--- config.mk ---
export PLATFORM = sky130hd
export DESIGN_NAME = pred_unit
export DESIGN_NICKNAME = d
export VERILOG_FILES = /design/src/rtl/pred_pkg.sv /design/src/rtl/pred_compare.sv /design/src/rtl/pred_regfile.sv /design/src/rtl/slot_nullify.sv /design/src/rtl/pred_unit.sv
export SDC_FILE = /design/constraint.sdc
export NUM_CORES = 1
export LEC_CHECK = 0
export BUFFER_PORTS_ARGS = -buffer_cell sky130_fd_sc_hd__buf_2
export CAP_MARGIN = 20
export CORE_ASPECT_RATIO = 1.1
export CORE_MARGIN = 4
export CORE_UTILIZATION = 55
export DETAILED_ROUTE_END_ITERATION = 8
export GPL_ROUTABILITY_DRIVEN = 0
export PLACE_DENSITY_LB_ADDON = 0.15
export SLEW_MARGIN = 15
export SYNTH_ARGS = -nofsm -noshare
export SYNTH_HDL_FRONTEND = slang
export SYNTH_HIERARCHICAL = 1
export SYNTH_SLANG_ARGS = --single-unit
--- constraint.sdc ---
create_clock -name clk_i -period 3.7 [get_ports clk_i]
set_input_delay 0.185 -clock clk_i [delete_from_list [all_inputs] [get_ports clk_i]]
set_output_delay 0.185 -clock clk_i [all_outputs]
set_load 0.005 [all_outputs]
--- src/rtl/pred_pkg.sv ---
package pred_pkg;
  typedef enum logic [1:0] {
    CMP_EQ  = 2'd0,
    CMP_NE  = 2'd1,
    CMP_LT  = 2'd2,
    CMP_LTU = 2'd3
  } cmp_cond_e;
endpackage

--- src/rtl/pred_compare.sv ---
module pred_compare #(
  parameter int unsigned DATA_W = 64
) (
  input  logic [1:0]        cond_i,
  input  logic [DATA_W-1:0] a_i,
  input  logic [DATA_W-1:0] b_i,
  output logic              res_o
);
  import pred_pkg::*;

  logic eq, lts, ltu;
  assign eq  = (a_i == b_i);
  assign lts = ($signed(a_i) < $signed(b_i));
  assign ltu = (a_i < b_i);

  always_comb begin
    unique case (cmp_cond_e'(cond_i))
      CMP_EQ:  res_o = eq;
      CMP_NE:  res_o = !eq;
      CMP_LT:  res_o = lts;
      CMP_LTU: res_o = ltu;
      default: res_o = 1'b0;
    endcase
  end
endmodule

--- src/rtl/pred_regfile.sv ---
module pred_regfile #(
  parameter int unsigned NPRED  = 64,
  localparam int unsigned PIDX_W = $clog2(NPRED)
) (
  input  logic              clk_i,
  input  logic              rst_ni,
  input  logic              we_i,
  input  logic [PIDX_W-1:0] t_idx_i,
  input  logic [PIDX_W-1:0] f_idx_i,
  input  logic              val_i,
  output logic [NPRED-1:0]  state_o
);
  for (genvar k = 0; k < NPRED; k++) begin : g_pred
    if (k == 0) begin : g_hard
      assign state_o[k] = 1'b1;  // unconditional guard
    end else begin : g_flop
      logic q;
      always_ff @(posedge clk_i or negedge rst_ni) begin
        if (!rst_ni)                                q <= 1'b0;
        else if (we_i && t_idx_i == PIDX_W'(k))     q <= val_i;   // true dest wins
        else if (we_i && f_idx_i == PIDX_W'(k))     q <= !val_i;
      end
      assign state_o[k] = q;
    end
  end

  p_wr_true_r5: assert property (@(posedge clk_i) disable iff (!rst_ni)
    (we_i && t_idx_i != '0) |=> state_o[$past(t_idx_i)] == $past(val_i));

  p_wr_false_r5: assert property (@(posedge clk_i) disable iff (!rst_ni)
    (we_i && f_idx_i != '0 && f_idx_i != t_idx_i) |=> state_o[$past(f_idx_i)] == !$past(val_i));

  p_hold_r6: assert property (@(posedge clk_i) disable iff (!rst_ni)
    !we_i |=> $stable(state_o));
endmodule

--- src/rtl/slot_nullify.sv ---
module slot_nullify #(
  parameter int unsigned NPRED  = 64,
  parameter int unsigned NSLOT  = 3,
  parameter bit          BYPASS = 1'b0,
  localparam int unsigned PIDX_W = $clog2(NPRED)
) (
  input  logic [NPRED-1:0]        state_i,
  input  logic [NSLOT-1:0]        valid_i,
  input  logic [NSLOT*PIDX_W-1:0] qp_i,
  input  logic                    pend_we_i,
  input  logic [PIDX_W-1:0]       pend_t_i,
  input  logic [PIDX_W-1:0]       pend_f_i,
  input  logic                    pend_val_i,
  output logic [NSLOT-1:0]        we_o
);
  for (genvar s = 0; s < NSLOT; s++) begin : g_slot
    logic [PIDX_W-1:0] qp;
    logic stored, fwd, qual;
    assign qp     = qp_i[s*PIDX_W +: PIDX_W];
    assign stored = state_i[qp];
    always_comb begin
      fwd = stored;
      if (pend_we_i && qp != '0) begin
        if (qp == pend_t_i)      fwd = pend_val_i;
        else if (qp == pend_f_i) fwd = !pend_val_i;
      end
    end
    assign qual    = BYPASS ? fwd : stored;
    assign we_o[s] = valid_i[s] && qual;
  end
endmodule

--- src/rtl/pred_unit.sv ---
module pred_unit #(
  parameter int unsigned NPRED  = 64,
  parameter int unsigned DATA_W = 64,
  parameter int unsigned NSLOT  = 3,
  parameter bit          BYPASS = 1'b0,
  localparam int unsigned PIDX_W = $clog2(NPRED)
) (
  input  logic                    clk_i,
  input  logic                    rst_ni,
  input  logic                    cmp_valid_i,
  input  logic [PIDX_W-1:0]       cmp_qp_i,
  input  logic [1:0]              cmp_cond_i,
  input  logic [DATA_W-1:0]       cmp_a_i,
  input  logic [DATA_W-1:0]       cmp_b_i,
  input  logic [PIDX_W-1:0]       cmp_pt_i,
  input  logic [PIDX_W-1:0]       cmp_pf_i,
  input  logic [NSLOT-1:0]        slot_valid_i,
  input  logic [NSLOT*PIDX_W-1:0] slot_qp_i,
  output logic [NSLOT-1:0]        slot_we_o,
  output logic [NPRED-1:0]        pred_o
);
  logic [NPRED-1:0] state;
  logic cmp_res, cmp_fire;

  assign cmp_fire = cmp_valid_i && state[cmp_qp_i];

  pred_compare #(.DATA_W(DATA_W)) u_cmp (
    .cond_i(cmp_cond_i), .a_i(cmp_a_i), .b_i(cmp_b_i), .res_o(cmp_res)
  );

  pred_regfile #(.NPRED(NPRED)) u_rf (
    .clk_i, .rst_ni, .we_i(cmp_fire), .t_idx_i(cmp_pt_i), .f_idx_i(cmp_pf_i),
    .val_i(cmp_res), .state_o(state)
  );

  slot_nullify #(.NPRED(NPRED), .NSLOT(NSLOT), .BYPASS(BYPASS)) u_null (
    .state_i(state), .valid_i(slot_valid_i), .qp_i(slot_qp_i),
    .pend_we_i(cmp_fire), .pend_t_i(cmp_pt_i), .pend_f_i(cmp_pf_i),
    .pend_val_i(cmp_res), .we_o(slot_we_o)
  );

  assign pred_o = state;

  p_qual_false_r6: assert property (@(posedge clk_i) disable iff (!rst_ni)
    (!cmp_valid_i || !pred_o[cmp_qp_i]) |=> $stable(pred_o));

  for (genvar s = 0; s < NSLOT; s++) begin : g_chk
    if (!BYPASS) begin : g_nobyp
      p_slot_gate_r8: assert property (@(posedge clk_i) disable iff (!rst_ni)
        slot_we_o[s] |-> (slot_valid_i[s] && pred_o[slot_qp_i[s*PIDX_W +: PIDX_W]]));
    end
  end
endmodule

# After elaboration in Yosys (flattened, before gate mapping)
# Index checks and enable logic that the tools add are counted.
dict set report word_totals {
  ff_bits 63
  inputBits 172
  output_inout_bits 67
  elab_cells 530
}
dict set report classes {
  n_lt_le_gt_ge 6
  eq_ne 130
  muxes 135
  n_reduce_logical 196
}
# op n
set ops {}
lappend ops {{6-bit == test, second input constant} 64}
lappend ops {{6-bit by 5-bit == test with 1-bit output, second input constant} 32}
lappend ops {{1-bit logical AND} 130}
lappend ops {{1-bit two-way mux} 130}
lappend ops {{64-bit less-than comparator} 2}
lappend ops {{2-bit nonzero test} 63}
lappend ops {{6-bit by 4-bit == test with 1-bit output, second input constant} 16}
lappend ops {{64-bit == test} 1}
lappend ops {{6-bit by 3-bit == test with 1-bit output, second input constant} 8}
lappend ops {{6-bit by 7-bit less-than comparator with 1-bit output, second input constant} 4}
lappend ops {{1-bit binary-select mux with 6-bit select} 4}
lappend ops {{6-bit by 2-bit == test with 1-bit output, second input constant} 4}
lappend ops {{6-bit by 1-bit == test with 1-bit output, second input constant} 2}
lappend ops {{2-bit == test, second input constant} 2}
lappend ops {{1-bit one-hot mux with 4 select lines} 1}
lappend ops {{2-bit by 1-bit == test with 1-bit output, second input constant} 1}
lappend ops {{1-bit logical NOT} 2}
lappend ops {{2-bit logical NOT} 1}

# Depth between registers and ports, before layout
# Gate-level depths: netlist of the first run.
dict set report logic_depth {
  word_depth 6
  mapped_depth 13
  ltp_nobuf 11
}

# By module
# The synthesis of the first run kept the hierarchy.
# module instances cells_per_inst area_each_um2
set modules_own_cells {}
lappend modules_own_cells {pred_regfile 1 541 5154.9}
lappend modules_own_cells {pred_compare 1 233 1670.4}
lappend modules_own_cells {slot_nullify 1 113 1647.8}
lappend modules_own_cells {pred_unit 1 43 614.3}

# Worst setup path after synthesis of the first run
# OpenSTA, ideal clock, no wires.
dict set report synth_path {
  kind {input to register}
  start {in cmp_b_i[14]}
  end {reg u_rf.g_pred[10].g_flop.q}
  arrival_ns 2.819
  t_required_ns 3.562
  path_slack_ns 0.743
  stages 13
  path_buffers 3
  path_cell_list {inv_1 > ha_1 > nand4_2 > nor4_2 > o21ai_1 > a311oi_1 > nor4_1 > or4b_1 > nand3_1 > clkbuf_1 > clkbuf_1 > clkbuf_1 > o211ai_1}
}
dict set report synth_via {
  elab_chain_cells 6
  word_cells_on_any_way 8
  cone_classes {order compare (2); eq/ne (1); mux (3); reduce/logical (2)}
}
# element line
set synth_lines {}
lappend synth_lines {{from (decl)} pred_unit.sv:14} ;# input logic [DATA_W-1:0] cmp_b_i,
lappend synth_lines {{parallel branches: the longest is 2 deep, another holds 64-bit less-than comparator} --}
lappend synth_lines {{1-bit one-hot mux with 4 select lines *} pred_compare.sv:17} ;# unique case (cmp_cond_e'(cond_i))
lappend synth_lines {{net cmp_res} pred_unit.sv:23} ;# logic cmp_res, cmp_fire;
lappend synth_lines {{1-bit logical NOT} --}
lappend synth_lines {{1-bit two-way mux} pred_regfile.sv:21} ;# else if (we_i && f_idx_i == PIDX_W'(k)) q <= !val_i;
lappend synth_lines {{1-bit two-way mux *} pred_regfile.sv:20} ;# else if (we_i && t_idx_i == PIDX_W'(k)) q <= val_i;
lappend synth_lines {{to (signal assigned)} pred_regfile.sv:20}
lappend synth_lines {{to (signal assigned)} pred_regfile.sv:21}
lappend synth_lines {{to (decl)} pred_regfile.sv:17} ;# logic q;
# Mark *: on every way through the listed nets, which the timed path passes. The select of a mux whose other input is x is not followed.
# A chain may end at the register's enable or synchronous reset.

# Worst setup path after layout of the first run
dict set report layout_path {
  start {reg u_rf.g_pred[1].g_flop.q}
  end {reg u_rf.g_pred[19].g_flop.q}
}
dict set report layout_via {
  elab_chain_cells 5
  word_cells_on_any_way 7
  cone_classes {mux (3); reduce/logical (4)}
}
# element line
set layout_lines {}
lappend layout_lines {{from (decl)} pred_regfile.sv:17}
lappend layout_lines {{from (signal assigned)} pred_regfile.sv:20}
lappend layout_lines {{from (signal assigned)} pred_regfile.sv:21}
lappend layout_lines {{1-bit binary-select mux with 6-bit select *} pred_unit.sv:25} ;# assign cmp_fire = cmp_valid_i && state[cmp_qp_i];
lappend layout_lines {{1-bit two-way mux (implied by the code) *} pred_unit.sv:25}
lappend layout_lines {{1-bit logical AND *} pred_unit.sv:25}
lappend layout_lines {{net cmp_fire} pred_unit.sv:23}
lappend layout_lines {{1-bit logical AND (on tied branches)} {pred_regfile.sv:20, pred_regfile.sv:21}}
lappend layout_lines {{1-bit two-way mux / 2-bit nonzero test (equally long branches)} --}
lappend layout_lines {{to (signal assigned)} pred_regfile.sv:20}
lappend layout_lines {{to (signal assigned)} pred_regfile.sv:21}
lappend layout_lines {{to (decl)} pred_regfile.sv:17}
# Mark *: on every way through the listed nets, which the timed path passes. The rest lies on a longest branch. The select of a mux whose other input is x is not followed.

==> flow_metrics.env, run 1 <==
export IMPL_nFillCells=1396
export IMPL_cts_htree_levels=3
export IMPL_setup_tns_ns=0
export IMPL_vias=9047
export IMPL_dp_hpwl_mm=22.3
export IMPL_place_area_sq_um=9850
export IMPL_io_pins=239
export IMPL_grt_ovfl_total=0
export IMPL_critPathArrivalTime_ns=3.21
export IMPL_first_pass_iters=6
export IMPL_max_vdd_ir_drop_mv=0.174
export IMPL_r2r_start="u_rf/g_pred[1].g_flop.q"
export IMPL_post_drt_wl_per_cell_um=24.7
export IMPL_status="complete, no violations"
export IMPL_root_buffer="clkbuf_16"
export IMPL_cp_startpoint="u_rf/g_pred[1].g_flop.q"
export IMPL_syn_avg_cell_area_sq_um=9.77
export IMPL_clk_pin_slew_ns=0.05
export IMPL_route_detailed_drc=0
export IMPL_cts_tree="yes"
export IMPL_hold_buffers=0
export IMPL_n_antenna_cell=0
export IMPL_end_kind="flip-flop"
export IMPL_yosys_warnings=6
export IMPL_wl_mm=30.9
export IMPL_viasPerCell=7.24
export IMPL_rrSetupSlack_ns=0.67
export IMPL_cts_resized=0
export IMPL_largest_reg_flops=63
export IMPL_synthArstFlopShare_pct=100
export IMPL_synthToLayoutAreaGrowth_pct=11.3
export IMPL_whs_ns=0.00554
export IMPL_syn_nets=1166
export IMPL_finalMaxSlewViolations=0
export IMPL_rsz0062_at_grt="false"
export IMPL_setup_violations_final=0
export IMPL_p_leak_nw=4.50
export IMPL_grt_pass1_wl_mm=46.0
export IMPL_start_util_pct=55.7
export IMPL_syn_cell_area_sq_um=9090
export IMPL_tightest_slew_ns=0.939
export IMPL_r2r_cells=9
export IMPL_portBuffers=237
export IMPL_die_area_sq_um=18600
export IMPL_cap_violations=0
export IMPL_max_slew_margin_pct=37.4
export IMPL_ys_seq_area_share_pct=17.3
export IMPL_synth_edf_count=0
export IMPL_layout_drive_gt1_share_pct=34.8
export IMPL_power_density_nw_per_um2=275
export IMPL_path_max_fanout=16
export IMPL_top_register="u_rf/g_pred.g_flop.q"
export IMPL_post_cts_setup_buffers=0
export IMPL_hold_viol_final=0
export IMPL_synth_ff_type="dfrtp_1"
export IMPL_clock_latency_ns=0.33
export IMPL_fin_crit_sh_pct=82.0
export IMPL_top_regs="u_rf/g_pred.g_flop.q (63)"
export IMPL_nets=1279
export IMPL_placedCellCount=1236
export IMPL_synth_seq_cells=63
export IMPL_grt_max_degree=47
export IMPL_finClkSkew_ns=0.00630
export IMPL_grt_pass1_vias=8223
export IMPL_reg2reg_to="u_rf/g_pred[19].g_flop.q"
export IMPL_dieHeight_um=143
export IMPL_cts_buffers=9
export IMPL_crit_end="u_rf/g_pred[19].g_flop.q"
export IMPL_fin_cells=1250
export IMPL_clkSinkCount=63
export IMPL_grtUsageTotal_pct=31.6
export IMPL_layout_min_cycle_time_ns=3.03
export IMPL_cts_buffer_depth=2
export IMPL_rows=49
export IMPL_max_freq_mhz=330
export IMPL_cp_data_required_time_ns=3.88
export IMPL_ys_types=65
export IMPL_final_cell_area_sq_um=10100
export IMPL_core_sq_um=16300
export IMPL_hp_class="in2async"
export IMPL_ant_nets=0
export IMPL_netlist_instances=930
export IMPL_start_kind="flip-flop"
export IMPL_criticalPathCategory="reg2reg"
export IMPL_drt_iter0_markers=1312
export IMPL_antenna_found_initial=0
export IMPL_finalPower_w=0.00278
export IMPL_die_w_um=131
## how the worst min path moves through the flow
stage,start,end,slack [ns],cells past startpoint
final,rst_ni,u_rf/g_pred[11].g_flop.q,0.006,1
after global routing,rst_ni,u_rf/g_pred[27].g_flop.q,0.08,1
after CTS,rst_ni,u_rf/g_pred[27].g_flop.q,0.02,1
after detailed placement,rst_ni,u_rf/g_pred[11].g_flop.q,0.37,1
after global placement,rst_ni,u_rf/g_pred[27].g_flop.q,0.37,1
after floorplan,rst_ni,u_rf/g_pred[10].g_flop.q,-0.11,0
## cell usage in the layout, fill, tap and decap left out, types with 3 or more instances in the layout
master	n
mux2_2	4
nand2_1	22
nand3b_1	9
nor2_1	8
or4b_1	6
mux4_1	26
a21o_1	5
o21ai_1	3
mux4_2	43
nor4b_2	8
buf_4	24
and4b_1	8
nor4_1	3
o221ai_2	9
o221ai_1	54
inv_1	69
buf_12	6
nand3_1	76
a221oi_1	5
nor2b_1	7
and3b_1	4
nand4b_1	10
ha_1	64
a211oi_1	3
and4bb_2	12
buf_2	237
o21ai_0	7
clkbuf_16	9
nand4bb_1	12
or4b_4	3
a21oi_1	25
and4_1	8
nand4_1	9
mux2i_1	12
o211ai_1	130
dfrtp_1	63
## routing by layer
layer / global-route usage [%] / share of wire [%] / up-vias
li1: - / - / 3957
met2: 47.5 / 45 / 665
met3: 5.84 / 13 / 84
met1: 46.3 / 39 / 4341
met5: 0 / 0 / -
met4: 9.64 / 2.9 / 0
## where the power goes
| group | internal, W | switching, W | total, W |
|---|---|---|---|
| sequential | 0.000774 | 0.000175 | 0.000949 |
| clock | 0.000481 | 0.000295 | 0.000777 |
| combinational | 0.000534 | 0.000522 | 0.00106 |
## synthesized netlist by cell type, types with 22 or more instances
library cell	n	area, sq um
o211ai_1	130	976
nand3_1	77	385
inv_1	69	259
buf_4	66	495
ha_1	64	801
dfrtp_1	63	1580
clkbuf_1	56	210
o221ai_1	54	473
mux4_2	43	968
buf_2	26	130
mux4_1	26	683
a21oi_1	25	125
nand2_1	22	82.6
## layout make-up
type	count	area, sq um	share of cell area, %
flip-flops and latches	63	1580	15.6
repair buffers	267	1490	14.7
clock inverters	1	5.00	0.0495
well taps	204	255	2.52
multi-input cells	633	6270	62.0
clock buffers	13	260	2.57
inverters	69	259	2.56
## cell families after synthesis
family / Yosys count / share of synthesized area, %
AOI/OAI and AO/OA: 260 / 22.2
buffers and inverters: 234 / 13.8
and+or+nand+nor: 223 / 17.8
muxes: 85 / 20.0
adders and majority gates: 64 / 8.81
DFF: 63 / 17.3
other: 1 / 0.0413
## through the flow
stage,utilization (%),setup slack (ns)
6_report,62.0,0.665
5_1_grt,62.0,0.493
4_1_cts,62.0,0.721
3_5_place_dp,60.4,0.420
3_3_place_gp,60.4,0.524
2_1_floorplan,-,0.743
## worst max-delay path, stage by stage (launching register included)
cell and delay [ns]:
dfrtp_1 0.45, mux4_1 0.55, nor2b_1 0.15, a2111oi_0 0.40, buf_4 0.20, o32ai_1 0.08
buf_4 0.20, and3b_1 0.48, o211ai_1 0.23, o211ai_1 0.11
Power figures use the tool's default switching activity.
==> run 2: changes to the inputs <==
--- a/config.mk
+++ b/config.mk
@@ -9,7 +9,7 @@
 export CAP_MARGIN = 20
 export CORE_ASPECT_RATIO = 1.1
 export CORE_MARGIN = 4
-export CORE_UTILIZATION = 55
+export CORE_UTILIZATION = 50
 export DETAILED_ROUTE_END_ITERATION = 8
 export GPL_ROUTABILITY_DRIVEN = 0
 export PLACE_DENSITY_LB_ADDON = 0.15
==> constraint.sdc (replaced) <==
create_clock -name clk_i -period 2.55 [get_ports clk_i]
set_input_delay 0.1275 -clock clk_i [delete_from_list [all_inputs] [get_ports clk_i]]
set_output_delay 0.1275 -clock clk_i [all_outputs]
set_load 0.005 [all_outputs]
==> run 2 against run 1 <==
- the flow now finishes with violations (negative setup slack)
- clock-buffer cell count up 1
- total power up 69%
- utilization rose by 5.2 points
- clock skew up 0.0023 ns
- die area up 9.4%
- combinational power increased by 120%
- sequential power grew 29%
- final area increased by 18%
- non-clock buffer count rose by 118
- clock power grew 54%
- final cell count grew 12%
- largest cell class unchanged
==> flow_metrics.env, run 2 (synthesis gave the netlist of run 1 again) <==
export IMPL_status="complete, but fails checks"
export IMPL_violations="negative setup slack"
export IMPL_first_pass_iters=5
export IMPL_rows=51
export IMPL_grtUsageTotal_pct=31.5
export IMPL_finClkSkew_ns=0.00858
export IMPL_regArea_sq_um=1580
export IMPL_max_slew_margin_pct=57.7
export IMPL_dieHeight_um=149
export IMPL_p_leak_nw=5.23
export IMPL_max_vdd_ir_drop_mv=0.296
export IMPL_clock_latency_ns=0.34
export IMPL_power_density_nw_per_um2=393
export IMPL_largest_reg_flops=63
export IMPL_rsz0062_at_grt="true"
export IMPL_hp_class="in2async"
export IMPL_drt_iter0_markers=1250
export IMPL_r2r_start="u_rf/g_pred[36].g_flop.q"
export IMPL_nets=1397
export IMPL_finalMaxSlewViolations=0
export IMPL_post_drt_wl_per_cell_um=25.6
export IMPL_place_area_sq_um=10800
export IMPL_start_util_pct=51.0
export IMPL_top_regs="u_rf/g_pred.g_flop.q (63)"
export IMPL_grt_use_met2_pct=49.0
export IMPL_route_detailed_drc=0
export IMPL_grt_ovfl_total=0
export IMPL_root_buffer="clkbuf_16"
export IMPL_ant_nets=0
export IMPL_multi_input_area_sq_um=6660
export IMPL_clkSinkCount=63
export IMPL_rrSetupSlack_ns=-0.10
export IMPL_clk_pin_slew_ns=0.05
export IMPL_die_area_sq_um=20400
export IMPL_gr_usage_met3_pct=7.22
export IMPL_nFillCells=1321
export IMPL_cp_data_required_time_ns=2.80
export IMPL_end_kind="flip-flop"
export IMPL_tightest_slew_ns=0.629
export IMPL_dpl_worst_slack_ns=-0.337
export IMPL_viasPerCell=7.08
export IMPL_grt_pass1_vias=9113
export IMPL_wl_mm=36.0
export IMPL_final_common_cell="buf_2"
export IMPL_busiest_layer="met2"
export IMPL_fin_crit_sh_pct=105
export IMPL_r2r_cells=9
export IMPL_cts_htree_levels=3
export IMPL_setup_tns_ns=-4.68
export IMPL_mostFrequentLayoutCells="221 x buf_2, 130 x o211ai_1, 96 x buf_4, 64 x nand3_1, 63 x dfrtp_1"
export IMPL_die_w_um=137
export IMPL_layout_min_cycle_time_ns=2.68
export IMPL_reg2reg_to="u_rf/g_pred[16].g_flop.q"
export IMPL_critPathArrivalTime_ns=2.92
export IMPL_vias=9929
export IMPL_use_met1_pct=42.1
export IMPL_criticalPathCategory="in2reg"
export IMPL_setup_violations_final=64
export IMPL_io_pins=239
export IMPL_start_kind="primary input"
export IMPL_setup_slack_ns=-0.126
export IMPL_fin_util_pct=67.3
export IMPL_core_sq_um=17800
export IMPL_final_cell_area_sq_um=12000
export IMPL_antenna_found_initial=2
export IMPL_path_max_fanout=13
export IMPL_layout_drive_gt1_share_pct=47.9
export IMPL_cts_buffers=9
export IMPL_cap_violations=0
export IMPL_cts_buffer_depth=2
export IMPL_portBuffers=237
export IMPL_synthToLayoutAreaGrowth_pct=31.8
export IMPL_top_register="u_rf/g_pred.g_flop.q"
export IMPL_whs_ns=0.206
export IMPL_max_freq_mhz=374
export IMPL_hold_viol_final=0
export IMPL_cts_tree="yes"
export IMPL_grt_max_degree=51
export IMPL_grt_pass1_wl_mm=50.2
export IMPL_dp_hpwl_mm=24.4
==> run 2: cell count changes in the layout (fill, tap and decap cells not counted), moves of 12 or more <==
cell / before / now
buf_4: 24 / 96
inv_1: 69 / 48
ha_4: 0 / 22
inv_2: 0 / 20
ha_1: 64 / 42
buf_2: 237 / 221
buf_6: 0 / 34
nand3_2: 0 / 12
nand3_1: 76 / 64
buf_12: 6 / 24
==> run 2: routing by layer <==
metal | vias to the layer above | routed length, um
met2 | 890 | 16800
met4 | 2 | 1700
met1 | 4713 | 12700
met5 | - | 18
li1 | 4185 | -
met3 | 139 | 4670
==> run 2: area by class of cell <==
| class | instances | share of cell area, % |
|---|---|---|
| diodes | 1 | 0.0209 |
| clock buffers | 14 | 2.37 |
| inverters | 69 | 2.18 |
| multi-input cells | 633 | 55.6 |
| flip-flops and latches | 63 | 13.2 |
| well taps | 238 | 2.49 |
| repair buffers | 385 | 24.2 |
==> run 2: report_power, final <==
part	internal (W)	leakage, nW	switching, W
logic	0.00116	4.23	0.00113
registers	0.00112	0.856	0.0000953
clock network	0.000753	0.141	0.000445
total	0.00304	5.23	0.00167
==> run 2: timing repair <==
item | CTS | global route
hold buffers | 1 | 0
setup endpoints to repair | 64 | 66
buffers inserted | 4 | 11
cloned | 0 | 11
pin swaps | 4 | 38
resized for setup | 24 | 97
hold endpoints to repair | 9 | 0
==> run 2: worst max-delay path: stages <==
cell and delay [ns]:
buf_2 0.13, ha_4 0.28, nand4_1 0.16, nor3_4 0.26
nand4b_1 0.26, a311oi_2 0.37, nor4_2 0.10, or4b_4 0.57
nand3_4 0.14, buf_12 0.17, clkbuf_16 0.18, nand3_1 0.08
o211ai_1 0.10
==> run 2: worst max-delay path by stage <==
stage / slack [ns] / end / cells after the start / startpoint
final: -0.13 / u_rf/g_pred[63].g_flop.q / 13 / cmp_a_i[41]
after global routing: -0.21 / u_rf/g_pred[16].g_flop.q / 14 / cmp_b_i[41]
after CTS: -0.07 / u_rf/g_pred[23].g_flop.q / 9 / u_rf/g_pred[54].g_flop.q
after detailed placement: -0.34 / u_rf/g_pred[41].g_flop.q / 12 / cmp_a_i[46]
after global placement: -0.31 / u_rf/g_pred[20].g_flop.q / 13 / cmp_b_i[63]
after floorplan: 0.006 / u_rf/g_pred[4].g_flop.q / 11 / u_rf/g_pred[35].g_flop.q
==> run 2: per-stage QoR <==
stage | std cells | total power [W]
global placement | 1363 | 0.00311
floorplan | 930 | 0.00241
detailed placement | 1363 | 0.00314
finish | 1403 | 0.00471
global route | 1403 | 0.00488
CTS | 1381 | 0.00436
==> run 3: changes to the inputs <==
--- a/config.mk
+++ b/config.mk
@@ -9,12 +9,11 @@
 export CAP_MARGIN = 20
 export CORE_ASPECT_RATIO = 1.1
 export CORE_MARGIN = 4
-export CORE_UTILIZATION = 50
+export CORE_UTILIZATION = 49
 export DETAILED_ROUTE_END_ITERATION = 8
 export GPL_ROUTABILITY_DRIVEN = 0
 export PLACE_DENSITY_LB_ADDON = 0.15
 export SLEW_MARGIN = 15
 export SYNTH_ARGS = -nofsm -noshare
 export SYNTH_HDL_FRONTEND = slang
-export SYNTH_HIERARCHICAL = 1
 export SYNTH_SLANG_ARGS = --single-unit
==> run 3 against run 2 <==
- the flow still finishes with violations (negative setup slack)
- critical path depth decreased by 7
- sequential cell count is the same
- die area shrank 7.8%
- first-iteration DRC count is 25% lower
- clock skew decreased by 0.00073 ns
- setup slack worse by 0.10 ns
- critical endpoint is now slot_we_o[1]
- largest power group unchanged
==> flow_metrics.env, run 3 <==
export IMPL_status="complete, but fails checks"
export IMPL_violations="negative setup slack"
export IMPL_syn_avg_cell_area_sq_um=8.52
export IMPL_post_drt_wl_per_cell_um=21.8
export IMPL_tightest_slew_ns=1.36
export IMPL_cp_data_required_time_ns=2.42
export IMPL_hp_class="in2reg"
export IMPL_grt_ovfl_total=0
export IMPL_hold_viol_final=0
export IMPL_internal_power_w=0.00344
export IMPL_yosysTopAreaCell="mux4_2"
export IMPL_rrSetupSlack_ns=-0.18
export IMPL_clkSinkCount=63
export IMPL_dp_hpwl_mm=23.9
export IMPL_holdPathStages=3
export IMPL_max_freq_mhz=360
export IMPL_nFillCells=1225
export IMPL_finClkSkew_ns=0.00786
export IMPL_fin_crit_sh_pct=109
export IMPL_antenna_found_initial=0
export IMPL_critPathArrivalTime_ns=2.65
export IMPL_largest_reg_flops=63
export IMPL_finalMaxSlewViolations=0
export IMPL_reg2reg_to="u_rf.g_pred[1].g_flop.q"
export IMPL_min_delay_start="cmp_pt_i[1]"
export IMPL_finalPower_w=0.00534
export IMPL_synth_most_common_cell="nand2_1"
export IMPL_cap_violations=0
export IMPL_dieHeight_um=143
export IMPL_grt_max_degree=46
export IMPL_synth_seq_cells=63
export IMPL_cts_tree="yes"
export IMPL_setup_violations_final=40
export IMPL_top_register="u_rf.g_pred.g_flop.q"
export IMPL_syn_nets=1194
export IMPL_core_sq_um=16400
export IMPL_power_density_nw_per_um2=463
export IMPL_ys_types=54
export IMPL_n_antenna_cell=0
export IMPL_p_clk_share_pct=24.2
export IMPL_die_w_um=131
export IMPL_max_slew_margin_pct=8.31
export IMPL_grt_pass1_wl_mm=44.4
export IMPL_setup_tns_ns=-2.84
export IMPL_root_buffer="clkbuf_16"
export IMPL_end_kind="output port"
export IMPL_ys_seq_area_share_pct=19.3
export IMPL_wl_mm=32.2
export IMPL_synthToLayoutAreaGrowth_pct=41.4
export IMPL_layout_min_cycle_time_ns=2.78
export IMPL_cts_htree_levels=3
export IMPL_ant_nets=0
export IMPL_clk_pin_slew_ns=0.06
export IMPL_netlist_top_cells_area="mux4_2 21%, dfrtp_1 19%, ha_1 9.8%"
export IMPL_placedCellCount=1432
export IMPL_switching_share_pct=35.5
export IMPL_setup_slack_ns=-0.227
export IMPL_first_pass_iters=5
export IMPL_portBuffers=237
export IMPL_nets=1505
export IMPL_fin_cells=1478
export IMPL_p_leak_nw=5.68
export IMPL_r2r_start="u_rf.g_pred[27].g_flop.q"
export IMPL_grtUsageTotal_pct=30.6
export IMPL_netlist_instances=958
export IMPL_start_util_pct=49.9
export IMPL_synthArstFlopShare_pct=100
export IMPL_cts_buffers=9
export IMPL_layout_drive_gt1_share_pct=50.2
export IMPL_path_max_fanout=5
export IMPL_rows=49
export IMPL_io_pins=239
export IMPL_synth_commonest_cells="153 x nand2_1, 125 x nand3_1, 75 x mux4_2, 73 x inv_1, 69 x buf_4"
export IMPL_top_regs="u_rf.g_pred.g_flop.q (63)"
export IMPL_grt_pass1_vias=8411
export IMPL_synth_ff_type="dfrtp_1"
export IMPL_mostFrequentLayoutCells="235 x buf_2, 131 x buf_4, 112 x nand2_1, 75 x mux4_2"
export IMPL_switchingPower_w=0.00190
export IMPL_regArea_sq_um=1580
export IMPL_r2r_cells=11
export IMPL_clock_latency_ns=0.34
export IMPL_synth_edf_count=0
export IMPL_rsz0062_at_grt="true"
export IMPL_vias=9265
export IMPL_viasPerCell=6.27
export IMPL_dpl_worst_slack_ns=-0.244
export IMPL_drt_iter0_markers=941
export IMPL_criticalPathCategory="reg2out"
export IMPL_synth_top_area_share_pct=20.7
export IMPL_cts_buffer_depth=2
export IMPL_route_detailed_drc=0
export IMPL_pwr_share_comb_pct=50.8
export IMPL_final_common_cell="buf_2"
export IMPL_multi_input_area_sq_um=6220
export IMPL_yosys_warnings=0
export IMPL_max_vdd_ir_drop_mv=0.333
export IMPL_start_kind="flip-flop"
export IMPL_syn_cell_area_sq_um=8170
export IMPL_seqPwrFrac_pct=25.0
export IMPL_die_area_sq_um=18800
export IMPL_hold_end="u_rf.g_pred[22].g_flop.q"
run 3: cell types whose count changed after synthesis, sizes merged, moves of 16 or more:
cell and change:
nor3 +16, nand3 +49, clkbuf -45, o211ai -89, nor2 +36, or2 +16, o221ai -63, nand2 +131
run 3: per-stage QoR:
step,area (sq um),utilization [%],hold slack (ns)
floorplan,8170,-,-0.168
global placement,10100,61.9,0.218
detailed placement,10100,61.9,0.221
CTS,10600,64.6,0.182
global route,11500,70.5,0.223
finish,11500,70.5,0.215
run 3: logic make-up after synthesis:
family | share of synthesized area [%]
and+or+nand+nor | 23.9
adders and majority gates | 9.81
buffers and inverters | 12.7
other | 0.0459
AOI/OAI and AO/OA | 12.3
muxes | 21.8
xor gates and xnor gates | 0.107
DFF | 19.3
run 3: how the worst max path moves through the flow:
stage                              from                  endpoint  slack (ns)  cells after the start
2_1_floorplan               cmp_b_i[62]  u_rf.g_pred[14].g_flop.q        0.01                     12
3_3_place_gp                cmp_a_i[62]  u_rf.g_pred[51].g_flop.q       -0.11                     12
6_report       u_rf.g_pred[43].g_flop.q              slot_we_o[1]       -0.23                      6
5_1_grt        u_rf.g_pred[46].g_flop.q              slot_we_o[1]       -0.27                      6
3_5_place_dp                cmp_a_i[55]  u_rf.g_pred[11].g_flop.q       -0.24                     12
4_1_cts        u_rf.g_pred[46].g_flop.q              slot_we_o[1]       -0.19                      6
run 3: per-layer routing:
layer,part of all wire [%],GRT usage [%],wire [um]
met4,6.2,15.3,2010
met3,10,5.80,3310
met5,0,0,0
met1,36,38.8,11700
met2,47,49.9,15200
run 3: critical path: stages, from the launching register on:
cell     delay, ns
dfrtp_1       0.39
buf_4         0.17
mux4_2        0.47
mux4_2        0.54
mux4_2        0.48
and2_4        0.15
buf_6         0.10
run 3: layout make-up:
type                       instances  area share (%)
multi-input combinational        705            53.8
timing repair buffer             417            25.2
inverter                          73            2.37
clock buffer                      13            2.34
clock inverter                     3           0.347
sequential                        63            13.7
tap                              204            2.21
run 3: what timing repair did:
action,CTS,global route
setup buffers,11,13
resized for setup,11,177
endpoints found under the setup margin,3,66
gates cloned,0,8
pin swaps,3,95
hold buffers,1,0
endpoints found under the hold margin,28,0
run 3: power groups by stage:
stage	sequential (W)	combinational (W)	clock (W)
2_1_floorplan	0.00139	0.00142	0
3_3_place_gp	0.00133	0.00239	0
3_5_place_dp	0.00134	0.00242	0
4_1_cts	0.00133	0.00250	0.00130
5_1_grt	0.00135	0.00288	0.00135
6_report	0.00134	0.00271	0.00129
